File: config.mk
export PLATFORM = sky130hd
export DESIGN_NAME = pdb_write_ctrl
export DESIGN_NICKNAME = d
export VERILOG_FILES = /design/src/rtl/pdb_pkg.sv /design/src/rtl/pdb_phase_timer.sv /design/src/rtl/pdb_width_mask.sv /design/src/rtl/pdb_write_ctrl.sv
export SDC_FILE = /design/constraint.sdc
export NUM_CORES = 1
export LEC_CHECK = 0
export ABC_CLOCK_PERIOD_IN_PS = 3100
export BUFFER_PORTS_ARGS = -buffer_cell sky130_fd_sc_hd__buf_2
export CAP_MARGIN = 0
export CORE_ASPECT_RATIO = 1.2
export CORE_MARGIN = 3
export CORE_UTILIZATION = 35
export CTS_CLUSTER_DIAMETER = 120
export DETAILED_ROUTE_END_ITERATION = 7
export PLACE_DENSITY = 0.57
export SYNTH_ARGS = -nofsm -noshare
export SYNTH_HDL_FRONTEND = slang
export SYNTH_SLANG_ARGS = --single-unit
export TNS_END_PERCENT = 30
File: constraint.sdc
create_clock -name clk -period 3.1 [get_ports clk]
set_clock_uncertainty 0.05 [all_clocks]
set_input_delay 0.31 -clock clk [delete_from_list [all_inputs] [get_ports clk]]
set_output_delay 0.31 -clock clk [all_outputs]
set_load 0.02 [all_outputs]
File: src/rtl/pdb_pkg.sv
package pdb_pkg;
    localparam logic [1:0] MODE_SEP = 2'd0;
    localparam logic [1:0] MODE_ENA = 2'd1;

    typedef enum logic [2:0] {
        ST_IDLE, ST_RSTP, ST_CSON, ST_FETCH, ST_SETUP, ST_ACT, ST_HOLD
    } pdb_state_t;

    function automatic logic width_ok(input logic [4:0] w);
        return (w == 5'd8) || (w == 5'd9) || (w == 5'd16);
    endfunction
endpackage

File: src/rtl/pdb_phase_timer.sv
module pdb_phase_timer #(
    parameter int CW = 8
) (
    input  logic          clk,
    input  logic          rst_n,
    input  logic          load,
    input  logic [CW-1:0] len,
    output logic          done
);
    logic [CW-1:0] cnt_q;

    // a zero length behaves like one cycle
    always_ff @(posedge clk or negedge rst_n) begin
        if (!rst_n)
            cnt_q <= '0;
        else if (load)
            cnt_q <= (len == '0) ? '0 : len - CW'(1);
        else if (cnt_q != '0)
            cnt_q <= cnt_q - CW'(1);
    end

    assign done = (cnt_q == '0);
endmodule

File: src/rtl/pdb_width_mask.sv
module pdb_width_mask #(
    parameter int DW = 16
) (
    input  logic [4:0]    width,
    output logic [DW-1:0] mask
);
    for (genvar i = 0; i < DW; i++) begin : g_bit
        assign mask[i] = (width > 5'(i));
    end
endmodule

File: src/rtl/pdb_write_ctrl.sv
module pdb_write_ctrl
    import pdb_pkg::*;
#(
    parameter int DW = 16,
    parameter int TW = 4,
    parameter int LW = 8,
    parameter int RW = 8
) (
    input  logic          clk,
    input  logic          rst_n,
    input  logic [1:0]    cfg_mode,
    input  logic [4:0]    cfg_width,
    input  logic [TW-1:0] cfg_setup,
    input  logic [TW-1:0] cfg_active,
    input  logic [TW-1:0] cfg_hold,
    input  logic          req_valid,
    input  logic          req_has_cmd,
    input  logic [7:0]    req_cmd,
    input  logic [LW-1:0] req_len,
    input  logic [DW-1:0] din,
    input  logic          din_valid,
    output logic          din_ready,
    input  logic          rst_req,
    input  logic [RW-1:0] rst_cycles,
    output logic          busy,
    output logic          err,
    output logic          bus_cs_n,
    output logic          bus_dc,
    output logic          bus_wr_n,
    output logic          bus_rd_n,
    output logic          bus_en,
    output logic [DW-1:0] bus_data,
    output logic          disp_rst_n
);
    localparam int CW = (TW > RW) ? TW : RW;

    pdb_state_t    state_q, state_d;
    logic [1:0]    mode_q;
    logic [4:0]    width_q;
    logic [TW-1:0] tsu_q, tact_q, thold_q;
    logic          has_cmd_q;
    logic [LW-1:0] rem_q;
    logic [DW-1:0] word_q, data_q, mask;
    logic          dc_q, err_q;
    logic          t_load, t_done;
    logic [CW-1:0] t_len;
    logic          cfg_ok, in_txn, strobe;

    assign cfg_ok = ((cfg_mode == MODE_SEP) || (cfg_mode == MODE_ENA)) && width_ok(cfg_width);

    pdb_width_mask #(.DW(DW)) u_mask (.width(width_q), .mask(mask));

    pdb_phase_timer #(.CW(CW)) u_timer (
        .clk(clk), .rst_n(rst_n), .load(t_load), .len(t_len), .done(t_done)
    );

    // next state
    always_comb begin
        state_d = state_q;
        unique case (state_q)
            ST_IDLE: begin
                if (req_valid) state_d = cfg_ok ? ST_CSON : ST_IDLE;
                else if (rst_req) state_d = ST_RSTP;
            end
            ST_RSTP:  if (t_done) state_d = ST_IDLE;
            ST_CSON: begin
                if (has_cmd_q) state_d = ST_SETUP;
                else if (rem_q != '0) state_d = ST_FETCH;
                else state_d = ST_IDLE;
            end
            ST_FETCH: if (din_valid) state_d = ST_SETUP;
            ST_SETUP: if (t_done) state_d = ST_ACT;
            ST_ACT:   if (t_done) state_d = ST_HOLD;
            ST_HOLD:  if (t_done) state_d = (rem_q != '0) ? ST_FETCH : ST_IDLE;
            default:  state_d = ST_IDLE;
        endcase
    end

    // phase timer load on entry to a timed state
    always_comb begin
        t_len = '0;
        unique case (state_d)
            ST_SETUP: t_len = CW'(tsu_q);
            ST_ACT:   t_len = CW'(tact_q);
            ST_HOLD:  t_len = CW'(thold_q);
            ST_RSTP:  t_len = CW'(rst_cycles);
            default:  t_len = '0;
        endcase
        t_load = (state_d != state_q) &&
                 (state_d == ST_SETUP || state_d == ST_ACT ||
                  state_d == ST_HOLD  || state_d == ST_RSTP);
    end

    // state register
    always_ff @(posedge clk or negedge rst_n) begin
        if (!rst_n) state_q <= ST_IDLE;
        else        state_q <= state_d;
    end

    // transfer context and bus registers
    always_ff @(posedge clk or negedge rst_n) begin
        if (!rst_n) begin
            mode_q <= MODE_SEP; width_q <= 5'd8;
            tsu_q <= '0; tact_q <= '0; thold_q <= '0;
            has_cmd_q <= 1'b0; rem_q <= '0; word_q <= '0;
            data_q <= '0; dc_q <= 1'b0; err_q <= 1'b0;
        end else begin
            err_q <= (state_q == ST_IDLE) && req_valid && !cfg_ok;
            if (state_q == ST_IDLE && req_valid && cfg_ok) begin
                mode_q    <= cfg_mode;
                width_q   <= cfg_width;
                tsu_q     <= cfg_setup;
                tact_q    <= cfg_active;
                thold_q   <= cfg_hold;
                has_cmd_q <= req_has_cmd;
                rem_q     <= req_len;
                word_q    <= {{(DW-8){1'b0}}, req_cmd};
                dc_q      <= !req_has_cmd;
            end
            if (state_q == ST_FETCH && din_valid) begin
                word_q <= din;
                rem_q  <= rem_q - LW'(1);
            end
            if (state_d == ST_FETCH) dc_q <= 1'b1;
            if (state_q == ST_SETUP && state_d == ST_ACT) data_q <= word_q & mask;
            if (state_d == ST_IDLE) begin
                dc_q   <= 1'b0;
                data_q <= '0;
            end
        end
    end

    // outputs
    always_comb begin
        in_txn     = (state_q == ST_CSON) || (state_q == ST_FETCH) || (state_q == ST_SETUP) ||
                     (state_q == ST_ACT)  || (state_q == ST_HOLD);
        strobe     = (state_q == ST_SETUP) || (state_q == ST_ACT);
        busy       = (state_q != ST_IDLE);
        err        = err_q;
        bus_cs_n   = !in_txn;
        bus_dc     = dc_q;
        bus_rd_n   = 1'b1;
        bus_data   = data_q;
        din_ready  = (state_q == ST_FETCH);
        disp_rst_n = (state_q != ST_RSTP);
        if (mode_q == MODE_SEP) begin
            bus_wr_n = !strobe;
            bus_en   = 1'b0;
        end else begin
            bus_wr_n = !in_txn;
            bus_en   = strobe;
        end
    end
endmodule

==> results.json <==
{
  "ctsLongestPathBuffers": 2,
  "fin_util_pct": 45.2,
  "endpoint": "u_timer.cnt_q[6]$_DFFE_PN0P_",
  "wl_per_cell_um": 15.0,
  "rsz0062_at_grt": "true",
  "postLayoutCellArea_um2": 5030,
  "clock_latency_ns": 0.33,
  "grt-ovfl-total": 0,
  "firstDrtPassIters": 4,
  "synth_nets": 521,
  "drc_errors": 0,
  "grt.busiest_layer": "met2",
  "whs_ns": 0.0569,
  "cts_max_level": 3,
  "num_vias": 3505,
  "crit_path_end_kind": "flop",
  "synth_warnings": 0,
  "diodes": 0,
  "ios": 90,
  "hold_violations": 0,
  "ys_types": 68,
  "worstPathRequired_ns": 3.26,
  "tightest_slew_ns": 0.923,
  "synth_edf_count": 0,
  "reg2reg_to": "u_timer.cnt_q[6]$_DFFE_PN0P_",
  "setup_slack_ns": 0.138,
  "synth_xor_area_share_pct": 2.17,
  "cts_buffers": 9,
  "r2r_slack_ns": 0.14,
  "synth_area_um2": 4050,
  "place_area_um2": 4680,
  "finalNetCount": 609,
  "clockRootBuffer": "clkbuf_16",
  "die-area_um2": 12900,
  "clk_pin_slew_ns": 0.06,
  "core_um2": 11100,
  "synthToLayoutAreaGrowth_pct": 24.4,
  "synthMuxAreaShare_pct": 4.21,
  "ir_worst_vdd_mv": 0.392,
  "reg2reg_depth": 12,
  "synth_seq_cells": 73,
  "async_reset_ff_share_pct": 100,
  "finalMaxSlewViolations": 0,
  "synthAdderAreaFrac_pct": 1.55,
  "grt_pass1_vias": 3564,
  "synth_compound_area_share_pct": 19.3,
  "slew_headroom_pct": 38.5,
  "arrival_ns": 3.12,
  "ant_nets": 0,
  "synth-simple-area-share_pct": 23.3,
  "finalCritPeriodShare_pct": 95.5,
  "worstSetupStartpointType": "flop",
  "chipWidth_um": 104,
  "cts_tree": "done",
  "synth_top_family_by_area": "simple AND/OR/NAND/NOR gates",
  "fmax_mhz": 338,
  "grt_pass1_wl_um": 17500,
  "cap_viol_max_count": 0,
  "hold_class": "in -> async",
  "synth_flop_cell": "dfrtp_1",
  "leakagePower_nw": 2.52,
  "grt_use_met3_pct": 3.01,
  "status": "completed",
  "place_ws_ns": 0.0886,
  "grt_util_met1_pct": 21.9,
  "synth_cells": 451,
  "syn_area_per_cell_um2": 8.97,
  "power_mw": 4.43,
  "grt_max_degree": 74,
  "rows": 42,
  "gp_congestion": 0.831,
  "crit_start": "u_timer.cnt_q[1]$_DFFE_PN0P_",
  "drt_iter0_markers": 180,
  "setup_violations": 0,
  "cts.sinks": 73,
  "io_buffers": 88,
  "initial_core_util_pct": 36.3,
  "viasPerCell": 5.02,
  "die_h_um": 124,
  "cp_max_fo": 6,
  "fin_crit_ns": 2.96,
  "grt_use_met2_pct": 28.4,
  "grt_usage_pct": 16.7,
  "reg2reg_from": "u_timer.cnt_q[1]$_DFFE_PN0P_",
  "dp_hpwl_um": 7730,
  "path_class": "reg -> reg",
  "drive_gt1_share_pct": 28.1,
  "yosysSeqAreaShare_pct": 45.2,
  "antenna_found_initial": 0,
  "p_per_area_nw_per_um2": 880,
  "drt-total-wl_um": 10400,
  "fillers": 1185
}
report_power, final:
| group | switching (mW) | leakage, nW | internal [mW] | total, mW |
|---|---|---|---|---|
| clock | 0.402 | 0.153 | 0.671 | 1.07 |
| sequential | 0.265 | 0.977 | 1.19 | 1.46 |
| combinational | 1.02 | 1.39 | 0.881 | 1.90 |
how the worst min path moves through the flow:
stage,start,to,depth (start not counted)
2_1_floorplan,rst_n,bus_data[0]$_DFFE_PN0P_,0
3_3_place_gp,rem_q[7]$_DFFE_PN0P_,rem_q[7]$_DFFE_PN0P_,1
4_1_cts,cfg_hold[3],thold_q[3]$_DFFE_PN0P_,3
3_5_place_dp,tsu_q[0]$_DFFE_PN0P_,tsu_q[0]$_DFFE_PN0P_,2
6_report,rst_n,bus_data[10]$_DFFE_PN0P_,1
5_1_grt,din[12],word_q[12]$_DFFE_PN0P_,3
per-stage QoR:
stage               setup TNS (ns)  std cells
finish                           0        698
global route               -0.0879        698
CTS                              0        696
detailed placement               0        680
global placement                 0        680
floorplan                        0        451
synthesized netlist by cell type, drive strengths merged (2+ instances only):
cell      n  area share, %
nand2    98            9.2
dfrtp    72             45
o21ai    34            4.2
nor2     33            3.2
nand3    30            3.7
clkbuf   22            2.1
mux2i    17            4.2
a21oi    16            2.4
inv      11            1.0
buf       7            1.1
o22ai     7            1.1
xnor2     7            1.5
nor2b     6           0.93
or3       6           0.93
and2      5           0.77
ha        5            1.5
nor3      5           0.62
o31ai     5            1.1
nand2b    4           0.62
o221a     4            1.1
a2111oi   3            1.4
a211o     3           0.65
a21o      3           0.59
a311oi    3           0.65
nand4     3           0.46
nor3b     3           0.56
nor4      3           0.99
o22a      3           0.71
or2       3           0.46
xor2      3           0.65
a311o     2           0.49
a41oi     2           0.43
o211ai    2           0.37
o21a      2           0.37
o32ai     2           0.43
placed cells by master (no fill, tap or decap), types with 3 or more instances in the layout:
cell,count
nand3_1,28
buf_4,19
o21ai_0,34
nand4_1,3
ha_1,5
a211o_1,3
buf_2,87
clkbuf_16,9
inv_1,10
a21oi_1,14
mux2i_1,17
or3_1,5
nand2_1,96
o221a_2,4
o31ai_1,4
xnor2_1,7
a311oi_1,3
nor2b_1,6
dfrtp_1,72
o22ai_1,7
nor2_1,32
xor2_1,3
nor3_1,5
nand2b_1,4
and2_1,4
final cells by class:
| type | instances | area (µm²) | area share [%] |
|---|---|---|---|
| repair buffers | 106 | 578 | 11.5 |
| inverters | 11 | 41.3 | 0.820 |
| multi-input cells | 338 | 2080 | 41.3 |
| clock buffers | 11 | 253 | 5.02 |
| well taps | 154 | 193 | 3.83 |
| flip-flops and latches | 73 | 1830 | 36.3 |
| clock inverters | 5 | 60.1 | 1.19 |
metal layers:
layer / routed length [µm] / vias up
met5: 0 / -
li1: - / 1767
met3: 320 / 9
met1: 4710 / 1666
met2: 5290 / 63
met4: 116 / 0
flip-flops by register name, indices dropped and copies added, names as in the netlist:
| register | flops |
|---|---|
| thold_q | 4 |
| err | 1 |
| width_q | 5 |
| rem_q | 8 |
| tact_q | 4 |
| state_q | 3 |
| word_q | 16 |
| has_cmd_q | 1 |
| bus_data | 16 |
| mode_q | 2 |
| bus_dc | 1 |
| tsu_q | 4 |
| u_timer.cnt_q | 8 |
logic make-up (layout without fill, tap and decap cells):
kind of cell | Yosys count | after routing
adder cells (fa/ha/maj) | 5 | 5
multiplexers | 17 | 17
buffers and inverters | 40 | 133
XOR/XNOR | 10 | 10
flip-flops | 73 | 73
other | 1 | 1
AND/OR/NAND/NOR | 203 | 203
AO/OA/AOI/OAI | 102 | 102
repair_timing:
item                                    in CTS  in global routing
hold buffers                                 0                  0
setup buffers                                0                  2
resized for setup                            0                  6
endpoints found under the setup margin       0                 17
critical path, cell delays in order (launching register included):
cell      delay, ns
dfrtp_1        0.36
inv_1          0.08
ha_1           0.19
nor3b_2        0.15
buf_4          0.15
and2_2         0.22
a211o_1        0.37
buf_4          0.19
a211oi_1       0.34
a21oi_4        0.08
a41oi_1        0.23
a41oi_1        0.07
a311o_1        0.36
Power figures use the tool's default switching activity.
